### config.mk
export PLATFORM = sky130hd
export DESIGN_NAME = fp2uint_wrap
export DESIGN_NICKNAME = d
export VERILOG_FILES = /design/src/rtl/fp2u_pkg.sv /design/src/rtl/fp2u_unpack.sv /design/src/rtl/fp2u_align.sv /design/src/rtl/fp2u_round.sv /design/src/rtl/fp2uint_wrap.sv
export SDC_FILE = /design/constraint.sdc
export NUM_CORES = 2
export LEC_CHECK = 0
export ABC_AREA = 1
export ABC_CLOCK_PERIOD_IN_PS = 2100
export BUFFER_PORTS_ARGS = -buffer_cell sky130_fd_sc_hd__buf_2
export CAP_MARGIN = 0
export CELL_PAD_IN_SITES_DETAIL_PLACEMENT = 0
export CELL_PAD_IN_SITES_GLOBAL_PLACEMENT = 2
export CORE_UTILIZATION = 36
export CTS_CLUSTER_DIAMETER = 30
export DETAILED_ROUTE_END_ITERATION = 12
export PLACE_DENSITY_LB_ADDON = 0.12
export SETUP_SLACK_MARGIN = 0.02
export SYNTH_ARGS = -nofsm -noshare
export SYNTH_HDL_FRONTEND = slang
export SYNTH_SLANG_ARGS = --single-unit
export TNS_END_PERCENT = 1
### constraint.sdc
create_clock -name clk -period 2.1 [get_ports clk]
set_input_delay 0.42 -clock clk [delete_from_list [all_inputs] [get_ports clk]]
set_output_delay 0.42 -clock clk [all_outputs]
set_load 0.1 [all_outputs]
### src/rtl/fp2u_pkg.sv
package fp2u_pkg;
  localparam int OP_W   = 128;              // widest operand / result
  localparam int SIG_W  = 113;              // significand incl. hidden bit
  localparam int EXP_W  = 18;               // signed unbiased exponent
  localparam int FRAC_W = SIG_W + 1;        // fraction part of fixed-point window
  localparam int FIX_W  = OP_W + FRAC_W;    // full fixed-point window
  localparam int FLAG_W = 3;
  localparam int W_S    = 32;
  localparam int W_D    = 64;

  typedef enum logic [2:0] {
    RM_NE = 3'd0, RM_TZ = 3'd1, RM_UP = 3'd2, RM_DN = 3'd3, RM_NA = 3'd4
  } rmode_e;

  // extra cycles beyond the common three-stage path
  function automatic logic [1:0] extra_lat(input logic [1:0] sz);
    return (sz == 2'd0) ? 2'd0 : (sz == 2'd1) ? 2'd1 : 2'd2;
  endfunction
endpackage

### src/rtl/fp2u_unpack.sv
module fp2u_unpack
  import fp2u_pkg::*;
(
  input  logic [OP_W-1:0]         op_i,
  input  logic [1:0]              size_i,
  output logic                    sign_o,
  output logic                    special_o,
  output logic signed [EXP_W-1:0] exp_o,
  output logic [SIG_W-1:0]        sig_o
);
  logic [14:0]      bexp;
  logic [14:0]      bias;
  logic [SIG_W-2:0] frac;
  logic             hidden;

  always_comb begin
    unique case (size_i)
      2'd0: begin
        sign_o    = op_i[31];
        bexp      = {7'd0, op_i[30:23]};
        special_o = &op_i[30:23];
        bias      = 15'd127;
        frac      = {op_i[22:0], 89'd0};
      end
      2'd1: begin
        sign_o    = op_i[63];
        bexp      = {4'd0, op_i[62:52]};
        special_o = &op_i[62:52];
        bias      = 15'd1023;
        frac      = {op_i[51:0], 60'd0};
      end
      default: begin
        sign_o    = op_i[127];
        bexp      = op_i[126:112];
        special_o = &op_i[126:112];
        bias      = 15'd16383;
        frac      = op_i[111:0];
      end
    endcase
    hidden = |bexp;
    exp_o  = $signed({3'd0, (hidden ? bexp : 15'd1)}) - $signed({3'd0, bias});
    sig_o  = {hidden, frac};
  end
endmodule

### src/rtl/fp2u_align.sv
module fp2u_align
  import fp2u_pkg::*;
(
  input  logic [SIG_W-1:0]        sig_i,
  input  logic signed [EXP_W-1:0] exp_i,
  input  logic [1:0]              size_i,
  output logic [OP_W-1:0]         int_o,
  output logic                    half_o,
  output logic                    sticky_o,
  output logic                    big_o
);
  localparam logic signed [EXP_W-1:0] E_LO  = EXP_W'(-2);
  localparam logic signed [EXP_W-1:0] E_HI  = EXP_W'(FIX_W - 3);
  localparam logic signed [EXP_W-1:0] E_OFS = EXP_W'(2);

  logic [FIX_W-1:0]        fix;
  logic                    tiny;
  logic [7:0]              sh;
  logic signed [EXP_W-1:0] lim;

  always_comb begin
    fix  = '0;
    tiny = 1'b0;
    sh   = 8'(exp_i + E_OFS);
    if (exp_i < E_LO)       tiny = |sig_i;   // magnitude below one quarter
    else if (exp_i <= E_HI) fix = {{(FIX_W-SIG_W){1'b0}}, sig_i} << sh;
    // above E_HI every bit weighs 2^128 or more and vanishes modulo 2^N
    int_o    = fix[FIX_W-1:FRAC_W];
    half_o   = fix[FRAC_W-1];
    sticky_o = (|fix[FRAC_W-2:0]) | tiny;
    unique case (size_i)
      2'd0:    lim = EXP_W'(W_S);
      2'd1:    lim = EXP_W'(W_D);
      default: lim = EXP_W'(OP_W);
    endcase
    big_o = (exp_i >= lim);
  end
endmodule

### src/rtl/fp2u_round.sv
module fp2u_round
  import fp2u_pkg::*;
(
  input  logic [OP_W-1:0]   int_i,
  input  logic              half_i,
  input  logic              sticky_i,
  input  logic              big_i,
  input  logic              sign_i,
  input  logic              special_i,
  input  logic [2:0]        rm_i,
  input  logic [1:0]        size_i,
  output logic [OP_W-1:0]   res_o,
  output logic [FLAG_W-1:0] flags_o
);
  logic            inc;
  logic            lost;
  logic [OP_W:0]   q;
  logic [OP_W-1:0] raw;
  logic [OP_W-1:0] mask;
  logic            hi_nz;
  logic            ovf;

  always_comb begin
    lost = half_i | sticky_i;
    unique case (rm_i)
      RM_TZ:   inc = 1'b0;
      RM_UP:   inc = ~sign_i & lost;
      RM_DN:   inc = sign_i & lost;
      RM_NA:   inc = half_i;
      default: inc = half_i & (sticky_i | int_i[0]);
    endcase
    q   = {1'b0, int_i} + {{OP_W{1'b0}}, inc};
    raw = sign_i ? (OP_W'(0) - q[OP_W-1:0]) : q[OP_W-1:0];
    unique case (size_i)
      2'd0: begin
        mask  = {{(OP_W-W_S){1'b0}}, {W_S{1'b1}}};
        hi_nz = |q[OP_W:W_S];
      end
      2'd1: begin
        mask  = {{(OP_W-W_D){1'b0}}, {W_D{1'b1}}};
        hi_nz = |q[OP_W:W_D];
      end
      default: begin
        mask  = {OP_W{1'b1}};
        hi_nz = q[OP_W];
      end
    endcase
    ovf = big_i | (sign_i ? (|q) : hi_nz);
    if (special_i) begin
      res_o   = '0;
      flags_o = 3'b100;
    end else begin
      res_o   = raw & mask;
      flags_o = {1'b0, ovf, lost};
    end
  end
endmodule

### src/rtl/fp2uint_wrap.sv
module fp2uint_wrap
  import fp2u_pkg::*;
#(
  parameter int TAG_W = 4
) (
  input  logic              clk,
  input  logic              rst_n,
  input  logic              in_valid,
  input  logic [1:0]        in_size,
  input  logic [2:0]        in_rmode,
  input  logic [OP_W-1:0]   in_operand,
  input  logic [TAG_W-1:0]  in_tag,
  output logic              out_valid,
  output logic [OP_W-1:0]   out_result,
  output logic [FLAG_W-1:0] out_flags,
  output logic [TAG_W-1:0]  out_tag
);
  localparam int NDLY = 2;   // extra stages for the wider sizes

  // reset: asserted asynchronously, released on a clock edge
  logic [1:0] rst_sync;
  logic       srst_n;
  always_ff @(posedge clk or negedge rst_n)
    if (!rst_n) rst_sync <= 2'b00;
    else        rst_sync <= {rst_sync[0], 1'b1};
  assign srst_n = rst_sync[1];

  // stage A: unpack
  logic                    u_sign, u_spec;
  logic signed [EXP_W-1:0] u_exp;
  logic [SIG_W-1:0]        u_sig;
  fp2u_unpack u_unpack (.op_i(in_operand), .size_i(in_size), .sign_o(u_sign),
                        .special_o(u_spec), .exp_o(u_exp), .sig_o(u_sig));

  logic                    a_vld, a_sign, a_spec;
  logic [1:0]              a_size;
  logic [2:0]              a_rm;
  logic [TAG_W-1:0]        a_tag;
  logic signed [EXP_W-1:0] a_exp;
  logic [SIG_W-1:0]        a_sig;

  // stage B: align
  logic [OP_W-1:0] l_int;
  logic            l_half, l_sticky, l_big;
  fp2u_align u_align (.sig_i(a_sig), .exp_i(a_exp), .size_i(a_size), .int_o(l_int),
                      .half_o(l_half), .sticky_o(l_sticky), .big_o(l_big));

  logic             b_vld, b_sign, b_spec, b_half, b_sticky, b_big;
  logic [1:0]       b_size;
  logic [2:0]       b_rm;
  logic [TAG_W-1:0] b_tag;
  logic [OP_W-1:0]  b_int;

  // stage C: round and pack
  logic [OP_W-1:0]   r_res;
  logic [FLAG_W-1:0] r_flags;
  fp2u_round u_round (.int_i(b_int), .half_i(b_half), .sticky_i(b_sticky), .big_i(b_big),
                      .sign_i(b_sign), .special_i(b_spec), .rm_i(b_rm), .size_i(b_size),
                      .res_o(r_res), .flags_o(r_flags));

  logic              c_vld;
  logic [1:0]        c_size;
  logic [TAG_W-1:0]  c_tag;
  logic [OP_W-1:0]   c_res;
  logic [FLAG_W-1:0] c_flags;

  // delay slots for 64/128-bit results
  logic              s_vld   [NDLY];
  logic [1:0]        s_size  [NDLY];
  logic [TAG_W-1:0]  s_tag   [NDLY];
  logic [OP_W-1:0]   s_res   [NDLY];
  logic [FLAG_W-1:0] s_flags [NDLY];

  // next-state: slot sources, pass enables, completions
  logic              src_vld   [NDLY];
  logic [1:0]        src_size  [NDLY];
  logic [TAG_W-1:0]  src_tag   [NDLY];
  logic [OP_W-1:0]   src_res   [NDLY];
  logic [FLAG_W-1:0] src_flags [NDLY];
  logic [NDLY-1:0]   pass;
  logic [NDLY:0]     done;

  always_comb begin
    for (int i = 0; i < NDLY; i++) begin
      src_vld[i]   = (i == 0) ? c_vld   : s_vld[i-1];
      src_size[i]  = (i == 0) ? c_size  : s_size[i-1];
      src_tag[i]   = (i == 0) ? c_tag   : s_tag[i-1];
      src_res[i]   = (i == 0) ? c_res   : s_res[i-1];
      src_flags[i] = (i == 0) ? c_flags : s_flags[i-1];
      pass[i]      = src_vld[i] && (extra_lat(src_size[i]) > 2'(i));
    end
    done[0] = c_vld && (extra_lat(c_size) == 2'd0);
    for (int i = 0; i < NDLY; i++)
      done[i+1] = s_vld[i] && (extra_lat(s_size[i]) == 2'(i + 1));
  end

  always_comb begin
    out_valid  = |done;
    out_result = '0;
    out_flags  = '0;
    out_tag    = '0;
    if (done[0]) begin
      out_result = c_res; out_flags = c_flags; out_tag = c_tag;
    end
    for (int i = 0; i < NDLY; i++)
      if (done[i+1]) begin
        out_result = s_res[i]; out_flags = s_flags[i]; out_tag = s_tag[i];
      end
  end

  // registers: valids reset, payload clock-enabled
  always_ff @(posedge clk or negedge srst_n)
    if (!srst_n) begin
      a_vld <= 1'b0;
      b_vld <= 1'b0;
      c_vld <= 1'b0;
      for (int i = 0; i < NDLY; i++) s_vld[i] <= 1'b0;
    end else begin
      a_vld <= in_valid;
      b_vld <= a_vld;
      c_vld <= b_vld;
      for (int i = 0; i < NDLY; i++) s_vld[i] <= pass[i];
    end

  always_ff @(posedge clk) begin
    if (in_valid) begin
      a_size <= in_size;  a_rm   <= in_rmode; a_tag <= in_tag;
      a_sign <= u_sign;   a_spec <= u_spec;   a_exp <= u_exp;  a_sig <= u_sig;
    end
    if (a_vld) begin
      b_size <= a_size;   b_rm     <= a_rm;     b_tag <= a_tag;
      b_sign <= a_sign;   b_spec   <= a_spec;
      b_int  <= l_int;    b_half   <= l_half;   b_sticky <= l_sticky; b_big <= l_big;
    end
    if (b_vld) begin
      c_size <= b_size;   c_tag <= b_tag;  c_res <= r_res;  c_flags <= r_flags;
    end
    for (int i = 0; i < NDLY; i++)
      if (pass[i]) begin
        s_size[i]  <= src_size[i];
        s_tag[i]   <= src_tag[i];
        s_res[i]   <= src_res[i];
        s_flags[i] <= src_flags[i];
      end
  end

  // never two completions in one cycle
  p_single_done_r9: assert property (@(posedge clk) disable iff (!srst_n)
    $onehot0(done));

  // latency and tag per size
  p_lat32_r6: assert property (@(posedge clk) disable iff (!srst_n)
    (in_valid && in_size == 2'd0) |-> ##3 (out_valid && out_tag == $past(in_tag, 3)));
  p_lat64_r6: assert property (@(posedge clk) disable iff (!srst_n)
    (in_valid && in_size == 2'd1) |-> ##4 (out_valid && out_tag == $past(in_tag, 4)));
  p_lat128_r6: assert property (@(posedge clk) disable iff (!srst_n)
    (in_valid && in_size[1]) |-> ##5 (out_valid && out_tag == $past(in_tag, 5)));

  // invalid results carry nothing else
  p_invalid_clean_r7: assert property (@(posedge clk) disable iff (!srst_n)
    (out_valid && out_flags[2]) |-> (out_result == '0 && out_flags[1:0] == 2'b00));

  // no result without an operation issued since reset
  p_quiet_reset_r10: assert property (@(posedge clk) disable iff (!srst_n)
    (!a_vld && !b_vld && !c_vld && !s_vld[0] && !s_vld[1]) |=> !out_valid);
endmodule

==> impl_metrics.tcl <==
set metrics [dict create \
    critPathLaunch "b_sign$_DFFE_PP_" \
    routed_wl_mm 255 \
    cts_sinks 699 \
    root_buffer "clkbuf_16" \
    start_util_pct 36.4 \
    fin_crit_ps 3900 \
    wl_met3_mm 13.9 \
    wl_met1_mm 95.8 \
    max_clock_freq_mhz 256 \
    dieArea_um2 135000 \
    hold_depth 1 \
    top_layer "met5" \
    dr_total_vias 56400 \
    p_int_mw 42.5 \
    synth_area_leaders "edfxtp_1, nand2_1, nand3_1" \
    post-route-drc-count 0 \
    routed_via_density 5.43 \
    startpoint_type "flop" \
    synth_top_area_share_pct 43.2 \
    min_to "a_tag[1]$_DFFE_PP_" \
    drt_pass1_iterations 6 \
    coreArea_um2 132000 \
    layout_common_cells "nand2_1, buf_4, nand3_1, nor2_1, edfxtp_1" \
    tightest_slew_ps 843 \
    cts.path.max_buffers 3 \
    power_mw 69.7 \
    hpwl_mm 209 \
    p_sw_share_pct 39.0 \
    grt_pass1_wl_mm 367 \
    worst-path-max-fanout 6 \
    grt_pass1_vias 55500 \
    ys_warn_count 0 \
    power_density_nw_per_um2 918 \
    status "finished, violations left" \
    cts_tree "built" \
    max-vdd-ir-drop_mv 0.850 \
    slew_violations 0 \
    gp_congestion 1.06 \
    drtAntennaViolNets 0 \
    grt_usage_pct 37.1 \
    cts_buffers 144 \
    path_clk_slew_ps 50 \
    synth_area_um2 48100 \
    rsz0062_at_grt "yes" \
    hold_path.class "in2reg" \
    power_switching_mw 27.2 \
    leakagePower_nw 32.2 \
    r2r_slack_ps -1800 \
    die_h_um 368 \
    clock_skew_ps 51.3 \
    timing.rr.end "c_res[70]$_SDFFCE_PP0P_" \
    grt_max_degree 102 \
    setup_viol_count_final 396 \
    fin_nets 8683 \
    p_comb_share_pct 41.5 \
    ios 276 \
    cp_data_arrival_time_ps 4470 \
    synth_seq_cells 699 \
    ys_seq_area_share_pct 43.5 \
    antenna_found_initial 6 \
    first_iter_violations 5069 \
    min_from "in_valid" \
    cap_violations 0 \
    avgSynthCellArea_um2 7.28 \
    layout_commonest_cell "nand2_1" \
    htree_levels 4 \
    rr_worst_depth 23 \
    grt_overflow_total 0 \
    setup_ws_ps -1800 \
    dr_wl_met2_mm 121 \
    pwr-share-clk_pct 32.9 \
    drive_above_1_share_pct 34.1 \
    crit_type "reg2reg" \
    syn-instance-count 6612 \
    max_slew_margin_pct 43.8 \
    place_ws_ps -2020 \
    clock_latency_ps 780 \
    yosys.area.top_type "edfxtp_1" \
    r2r-start "b_sign$_DFFE_PP_" \
    failed_checks "setup timing" \
    yosysUniqueCellTypes 57 \
    syn2layout_area_growth_pct 57.7 \
    seq_power_share_pct 25.6 \
    syn_nets 6767 \
    rows 133 \
    hold_viol 0 \
    cp.required_ps 2670 \
    numPortBuffers 275 \
    fin_crit_sh_pct 186 \
    wire_per_inst_um 24.5 \
    crit_path_end_kind "flop" \
    die_w_um 368 \
]
layer usage:
metal / global-route usage, % / up-vias
met4: 30.7 / 2
met1: 41.8 / 26800
met2: 62.0 / 2181
met3: 5.72 / 696
met5: 0 / -
li1: - / 26800
what timing repair did:
action / CTS / global route
endpoints found under the hold margin: 93 / 0
setup buffers: 14 / 7
gates cloned: 0 / 0
pin swaps: 92 / 69
hold buffers: 103 / 0
setup endpoints to repair: 397 / 400
gates resized for setup: 521 / 256
synthesized netlist by cell type, drive strengths merged:
cell type and instances:
a21boi 2, o221ai 38, clkinv 3, a22o 15
clkbuf 250, conb 1, buf 110, o21a 5
o22ai 29, a21oi 132, nand4 223, nand2 1906
xor2 43, ha 15, o311ai 1, xnor2 16
nor4 21, mux2i 1, or3b 1, o21bai 2
a22oi 8, o41ai 2, nor2 876, a31oi 143
or4 17, nor3b 4, edfxtp 692, a221oi 1
nand3b 46, nand3 1267, o21ai 215, and3 2
dfrtp 7, o31ai 4, a21o 1, nor3 74
o211ai 19, inv 379, or2 23, and2 18
layout make-up:
| class | instances | area (um^2) |
|---|---|---|
| Fill cell | 12100 | 56200 |
| Multi-Input combinational cell | 5171 | 27500 |
| Sequential cell | 699 | 21000 |
| Timing Repair Buffer | 2130 | 18800 |
| Clock buffer | 156 | 3680 |
| Tap cell | 1755 | 2200 |
| Inverter | 382 | 1460 |
| Clock inverter | 108 | 1300 |
| Antenna cell | 1 | 2.50 |
critical path: stages, from the launching register on:
cell	delay, ps
edfxtp_1	410
xor2_1	170
o41ai_2	220
ha_2	280
inv_1	120
nor2_8	150
nand2_4	80
buf_4	180
nor2_4	140
nand2_2	130
xor2_1	180
buf_4	190
nand2_1	100
inv_1	80
nand3_2	110
nor2_4	180
nand2_2	70
buf_4	160
nor2_4	150
nand2_1	70
nand2_1	90
buf_4	130
o21ai_0	60
a21oi_1	240
state kept, by name, indices dropped and copies added (netlist names), 4 cells and up:
signal	count
s_res	256
b_int	128
c_res	128
a_sig	113
a_exp	16
s_tag	8
s_flags	6
a_tag	4
b_tag	4
c_tag	4
worst max path at each step:
stage                               end  slack, ps  depth (start not counted)
2_1_floorplan  c_res[109]$_SDFFCE_PP0P_      -1660                         24
3_3_place_gp   c_res[123]$_SDFFCE_PP0P_      -2080                         20
3_5_place_dp   c_res[120]$_SDFFCE_PP0P_      -2020                         22
4_1_cts        c_res[116]$_SDFFCE_PP0P_      -1760                         24
5_1_grt        c_res[105]$_SDFFCE_PP0P_      -2040                         23
6_report        c_res[70]$_SDFFCE_PP0P_      -1800                         23
power groups by stage:
stage,logic [mW],clock network (mW),registers (mW)
2_1_floorplan,11.6,0,17.6
3_3_place_gp,26.7,0,18.0
3_5_place_dp,26.7,0,18.0
4_1_cts,27.8,23.2,17.8
5_1_grt,30.3,23.9,17.9
6_report,28.9,23.0,17.8
cells by family (layout without fill, tap and decap cells):
| kind of cell | Yosys count | in the layout | synth area share (%) |
|---|---|---|---|
| flip-flops | 699 | 699 | 43.5 |
| multiplexers | 1 | 1 | 0.0208 |
| other | 1 | 2 | 0.00779 |
| AO/OA/AOI/OAI | 617 | 617 | 7.52 |
| adder cells (fa/ha/maj) | 15 | 15 | 0.390 |
| buffers and inverters | 742 | 2776 | 5.84 |
| XOR/XNOR | 59 | 59 | 1.07 |
| AND/OR/NAND/NOR | 4478 | 4478 | 41.6 |
through the flow:
step | instance area (um^2) | setup TNS (ps) | hold WS, ps | utilization, % | cells
final | 75900 | -392270 | 40.8 | 57.4 | 10400
after global routing | 75900 | -447670 | 35.8 | 57.4 | 10400
after CTS | 74800 | -398610 | 7.54 | 56.6 | 10400
after detailed placement | 66500 | -351910 | 151 | 50.3 | 10000
after global placement | 66500 | -354040 | 147 | 50.3 | 10000
after floorplan | 48200 | -1167010 | 54.1 | - | 6612
Note: power is estimated with default switching activity, not from simulation.
